$ cat config.mk
export PLATFORM = sky130hd
export DESIGN_NAME = pwm_status_flags
export DESIGN_NICKNAME = d
export VERILOG_FILES = /design/src/rtl/pwm_flag_pkg.sv /design/src/rtl/pwm_edge_detect.sv /design/src/rtl/pwm_sync_monitor.sv /design/src/rtl/pwm_flag_cell.sv /design/src/rtl/pwm_status_flags.sv
export SDC_FILE = /design/constraint.sdc
export NUM_CORES = 1
export LEC_CHECK = 0
export BUFFER_PORTS_ARGS = -buffer_cell sky130_fd_sc_hd__buf_2
export CORE_AREA = 2 2 39 41
export DETAILED_ROUTE_END_ITERATION = 16
export DIE_AREA = 0 0 41 43
export PLACE_DENSITY = 0.76
export SLEW_MARGIN = 25
export SYNTH_ARGS = -nofsm -noshare
export SYNTH_HDL_FRONTEND = slang
export SYNTH_SLANG_ARGS = --single-unit
$ cat constraint.sdc
create_clock -name clk -period 1.93 [get_ports clk]
set_input_delay 0.2895 -clock clk [delete_from_list [all_inputs] [get_ports clk]]
set_output_delay 0.2895 -clock clk [all_outputs]
set_load 0.005 [all_outputs]
$ cat src/rtl/pwm_flag_pkg.sv
package pwm_flag_pkg;

    localparam int FLAG_W   = 8;
    localparam int GEN_W    = 2;

    localparam int BIT_EOC   = 0;
    localparam int BIT_GEN   = 1;
    localparam int BIT_EVA   = 3;
    localparam int BIT_EVB   = 4;
    localparam int BIT_SYNC  = 5;
    localparam int BIT_ACT_A = 6;
    localparam int BIT_ACT_B = 7;

    localparam int N_OUTS    = 2;

    localparam logic [FLAG_W-1:0] IRQ_SRC  = 8'b0011_1001;
    localparam logic [FLAG_W-1:0] GEN_BITS = 8'b0000_0110;

    typedef enum logic {
        SYNC_OFF   = 1'b0,
        SYNC_ARMED = 1'b1
    } sync_state_t;

endpackage

$ cat src/rtl/pwm_edge_detect.sv
module pwm_edge_detect #(
    parameter int N = 2
) (
    input  logic         clk,
    input  logic         rst_n,
    input  logic [N-1:0] sig,
    output logic [N-1:0] toggled
);

    logic [N-1:0] sig_q;

    for (genvar i = 0; i < N; i++) begin : g_bit
        always_ff @(posedge clk or negedge rst_n) begin
            if (!rst_n) begin
                sig_q[i] <= 1'b0;
            end else begin
                sig_q[i] <= sig[i];
            end
        end

        assign toggled[i] = sig[i] ^ sig_q[i];
    end

endmodule

$ cat src/rtl/pwm_sync_monitor.sv
module pwm_sync_monitor
    import pwm_flag_pkg::*;
(
    input  logic clk,
    input  logic rst_n,
    input  logic auto_run,
    input  logic cycle_end,
    input  logic prev_run,
    output logic sync_err
);

    sync_state_t state_q, state_d;

    always_comb begin
        state_d = state_q;
        unique case (state_q)
            SYNC_OFF:   if (auto_run)  state_d = SYNC_ARMED;
            SYNC_ARMED: if (!auto_run) state_d = SYNC_OFF;
            default:    state_d = SYNC_OFF;
        endcase
    end

    always_ff @(posedge clk or negedge rst_n) begin
        if (!rst_n) begin
            state_q <= SYNC_OFF;
        end else begin
            state_q <= state_d;
        end
    end

    always_comb begin
        sync_err = 1'b0;
        unique case (state_q)
            SYNC_OFF:   sync_err = 1'b0;
            SYNC_ARMED: sync_err = auto_run && (cycle_end ^ prev_run);
            default:    sync_err = 1'b0;
        endcase
    end

    // a coincident pair never produces an error
    a_r4_aligned_ok: assert property (@(posedge clk) disable iff (!rst_n)
        (cycle_end && prev_run) |-> !sync_err);

endmodule

$ cat src/rtl/pwm_flag_cell.sv
module pwm_flag_cell (
    input  logic clk,
    input  logic rst_n,
    input  logic set,
    input  logic clr,
    output logic q
);

    always_ff @(posedge clk or negedge rst_n) begin
        if (!rst_n) begin
            q <= 1'b0;
        end else if (set) begin
            q <= 1'b1;
        end else if (clr) begin
            q <= 1'b0;
        end
    end

    // a hardware set always lands, even against a clear
    a_r9_set_wins: assert property (@(posedge clk) disable iff (!rst_n)
        set |=> q);

    // without a clear, a set flag stays set
    a_r8_hold: assert property (@(posedge clk) disable iff (!rst_n)
        (q && !clr) |=> q);

endmodule

$ cat src/rtl/pwm_status_flags.sv
module pwm_status_flags
    import pwm_flag_pkg::*;
(
    input  logic              clk,
    input  logic              rst_n,
    input  logic              out_a,
    input  logic              out_b,
    input  logic              cycle_end,
    input  logic              prev_run,
    input  logic              auto_run,
    input  logic              evt_a,
    input  logic              evt_b,
    input  logic [GEN_W-1:0]  gen_state,
    input  logic [FLAG_W-1:0] irq_mask,
    input  logic              wr_en,
    input  logic [FLAG_W-1:0] wr_data,
    output logic [FLAG_W-1:0] rd_data,
    output logic              irq
);

    logic [N_OUTS-1:0] toggled;
    logic              sync_err;
    logic [FLAG_W-1:0] set_vec;
    logic [FLAG_W-1:0] clr_vec;
    logic [FLAG_W-1:0] flags;

    pwm_edge_detect #(.N(N_OUTS)) u_edges (
        .clk     (clk),
        .rst_n   (rst_n),
        .sig     ({out_b, out_a}),
        .toggled (toggled)
    );

    pwm_sync_monitor u_sync (
        .clk       (clk),
        .rst_n     (rst_n),
        .auto_run  (auto_run),
        .cycle_end (cycle_end),
        .prev_run  (prev_run),
        .sync_err  (sync_err)
    );

    always_comb begin
        set_vec            = '0;
        set_vec[BIT_EOC]   = cycle_end;
        set_vec[BIT_EVA]   = evt_a;
        set_vec[BIT_EVB]   = evt_b;
        set_vec[BIT_SYNC]  = sync_err;
        set_vec[BIT_ACT_A] = toggled[0];
        set_vec[BIT_ACT_B] = toggled[1];
        clr_vec            = wr_en ? (wr_data & ~GEN_BITS) : '0;
    end

    for (genvar b = 0; b < FLAG_W; b++) begin : g_flag
        if (GEN_BITS[b]) begin : g_status
            assign flags[b] = gen_state[b-BIT_GEN];
        end else begin : g_sticky
            pwm_flag_cell u_cell (
                .clk   (clk),
                .rst_n (rst_n),
                .set   (set_vec[b]),
                .clr   (clr_vec[b]),
                .q     (flags[b])
            );
        end
    end

    assign rd_data = flags;
    assign irq     = |(flags & irq_mask & IRQ_SRC);

    // output A activity lands in bit 6
    a_r2_act_a: assert property (@(posedge clk) disable iff (!rst_n)
        toggled[0] |=> rd_data[BIT_ACT_A]);

    // output B activity lands in bit 7
    a_r3_act_b: assert property (@(posedge clk) disable iff (!rst_n)
        toggled[1] |=> rd_data[BIT_ACT_B]);

    // with auto-run off a clear sync flag stays clear
    a_r5_idle: assert property (@(posedge clk) disable iff (!rst_n)
        (!auto_run && !rd_data[BIT_SYNC]) |=> !rd_data[BIT_SYNC]);

    // activity flags alone never raise the request
    a_r11_no_act_irq: assert property (@(posedge clk) disable iff (!rst_n)
        ((rd_data & irq_mask & IRQ_SRC) == '0) |-> !irq);

endmodule

==> impl_metrics.py <==
metrics = {
    "drt": {
        "dr.pass1.iters": 2,
        "ant_nets": 0,
        "wl_per_cell_um": 10.7,
        "vias_per_cell": 4.28,
        "drtIter0Drc": 1,
        "drc": 0,
        "vias": 317,
        "wirelength_um": 790,
    },
    "synthesis": {
        "async_reset_ff_frac": 1.00,
        "synth_common_cells": "9 x dfrtp_1, 8 x buf_4, 7 x nand2_1, 5 x a21o_1, 3 x xor2_1",
        "yosysWarnings": 0,
        "synth-edff-count": 0,
        "synth.most_common_cell": "dfrtp_1",
        "synthesis.nets": 63,
        "synthTopCellsByArea": "dfrtp_1 56%, buf_4 15%, a21o_1 9.4%, nand2_1 6.6%, xor2_1 6.6%",
        "netlist.area_leader.share": 0.563,
        "synth_ff_type": "dfrtp_1",
        "synthesis.area_um2": 400,
        "synth_top_area_cell": "dfrtp_1",
        "syn_inst": 35,
        "syn_avg_cell_area_um2": 11.4,
        "ys_types": 7,
        "ys_seq_area_frac": 0.563,
        "synth-seq-cells": 9,
    },
    "pwr": {
        "swShare": 0.230,
        "p_comb_frac": 0.150,
        "powerDensity_nw_per_um2": 788,
        "p_leak_nw": 0.269,
        "clkPwrFrac": 0.339,
        "intPower_uw": 320,
        "p_seq_frac": 0.511,
        "switching_power_uw": 95.6,
        "p_total_uw": 415,
        "ir_worst_vdd_mv": 0.309,
    },
    "floorplanning": {
        "design.core.area_um2": 1380,
        "start_util": 0.289,
        "rows": 14,
        "fp.dieW_um": 41,
        "die-area_um2": 1760,
        "pin_count": 37,
        "die_h_um": 43,
    },
    "layout": {
        "fin_nets": 87,
        "final_layout_size_suffix_gt1_frac": 0.500,
        "multi_input_area_um2": 115,
        "area_delta_synth_final_pct": 31.6,
        "postLayoutCoreUtil": 0.381,
        "layout.area.seq_um2": 225,
        "n_antenna_cell": 0,
        "fillCellCount": 143,
    },
    "clock_tree": {
        "cts_max_level": 1,
        "clkSlewWorstSetupHoldPaths_ps": 60,
        "root_buffer": "clkbuf_4",
        "cts_buffer_depth": 2,
        "clock_sinks": 9,
        "cts_buffers": 3,
        "cts_tree": "built",
        "clock_latency_ps": 250,
        "post_cts_buffers": 0,
    },
    "setup_path": {
        "r2r-end": "g_flag[6].g_sticky.u_cell.q",
        "path_cells": "a22oi_1 -> nand2_1 -> buf_2",
        "slowest_delay_ps": 400,
        "endpoint_kind": "output pin",
        "crit_type": "reg -> out",
        "cp_top_family": "flip-flops",
        "slowest_stage": "dfrtp_1",
        "r2r.worst_path.cells": 2,
        "crit_required_ps": 1640,
        "cp_max_fo": 3,
        "worst-path-buf-inv": 1,
        "arrival_ps": 1000,
        "r2r_start": "u_edges.sig_q[0]",
        "cp-start-kind": "flip-flop",
        "rrSetupSlack_ps": 1140,
    },
    "sta": {
        "finalSetupViolations": 0,
        "skew_ps": 2.24,
        "fin_crit_sh": 0.669,
        "worst_pin_slew_ps": 201,
        "finalHoldViolCount": 0,
        "setup-tns-final_ps": 0,
        "fmax_mhz": 775,
        "final_max_slew_viol_count": 0,
        "holdWs_ps": 162,
        "timing.slew.headroom": 0.866,
        "post-route-min-period_ps": 1290,
        "rsz0062_at_grt": "no",
    },
    "grt": {
        "grt.total_usage": 0.105,
        "grt_pass1_vias": 291,
        "antenna_found_initial": 0,
        "grt_max_degree": 10,
        "grt-ovfl-total": 0,
        "grt_pass1_wl_mm": 1.17,
    },
    "place": {
        "numPortBuffers": 26,
        "place_congestion": 0.577,
    },
    "min_path": {
        "min_to": "u_sync.state_q",
        "min_path_cells": 1,
        "min_from": "auto_run",
        "hold_path_class": "in -> reg",
    },
    "flow_run": {
        "max_cap_viol_count": 0,
    },
    "outcome": {
        "status": "finished clean",
    },
}
## sequential cells by signal (all words and copies together), names as in the netlist
register / count
g_flag.g_sticky.u_cell.q: 6
u_edges.sig_q: 2
u_sync.state_q: 1
## worst register-to-register path: stages, from the launching register on
cell     delay (ps)
dfrtp_1         380
xor2_1          160
a21o_1          150
## cell usage in the layout (no fill, tap or decap)
cell type	instances
a21o_1	5
a22oi_1	2
a32o_1	1
buf_2	26
clkbuf_1	1
clkbuf_4	3
dfrtp_1	9
dlygate4sd3_1	1
nand2_1	7
xor2_1	3
## per-layer routing
layer | up-vias | global-route usage | share of wire
li1 | 158 | - | -
met4 | 0 | 0.0600 | 0
met3 | 0 | 0.0471 | 0.089
met2 | 13 | 0.166 | 0.53
met1 | 146 | 0.110 | 0.38
met5 | - | 0 | 0
## layout make-up
class	instances	area share
Clock buffer	4	0.0499
Timing Repair Buffer	27	0.266
Tap cell	16	0.0380
Multi-Input combinational cell	18	0.219
Sequential cell	9	0.428
## power groups by stage
stage | Clock [mW] | Combinational, mW | Sequential, mW
global placement | 0 | 0.0607 | 0.215
finish | 0.141 | 0.0624 | 0.212
CTS | 0.152 | 0.0639 | 0.212
floorplan | 0 | 0.0407 | 0.214
global route | 0.164 | 0.0704 | 0.214
detailed placement | 0 | 0.0621 | 0.216
## metrics by stage
step	worst slack [ps]	cells	cell area [um2]
6_report	639	74	527
3_5_place_dp	887	69	490
3_3_place_gp	877	69	490
5_1_grt	562	74	527
4_1_cts	618	74	527
2_1_floorplan	1040	35	400
## kinds of logic (layout without fill, tap and decap cells)
family,after synthesis,count (layout),share of synthesized area
AO/OA/AOI/OAI,8,8,0.156
XOR/XNOR,3,3,0.0656
buffers and inverters,8,31,0.150
flip-flops,9,9,0.563
AND/OR/NAND/NOR,7,7,0.0656
## what timing repair did
| action | CTS | global route |
|---|---|---|
| hold buffers | 1 | 0 |
| hold endpoints to repair | 9 | 0 |
| endpoints found under the setup margin | 0 | 0 |
| resized for setup | 0 | 0 |
## how the worst max path moves through the flow
| stage | slack, ps | startpoint | to | depth (start not counted) |
|---|---|---|---|---|
| 3_3_place_gp | 880 | irq_mask[4] | irq | 4 |
| 5_1_grt | 560 | g_flag[3].g_sticky.u_cell.q | irq | 3 |
| 6_report | 640 | g_flag[3].g_sticky.u_cell.q | irq | 3 |
| 3_5_place_dp | 890 | irq_mask[4] | irq | 4 |
| 4_1_cts | 620 | g_flag[4].g_sticky.u_cell.q | irq | 3 |
| 2_1_floorplan | 1040 | g_flag[3].g_sticky.u_cell.q | irq | 2 |
Note: power is estimated with default switching activity, not from simulation.
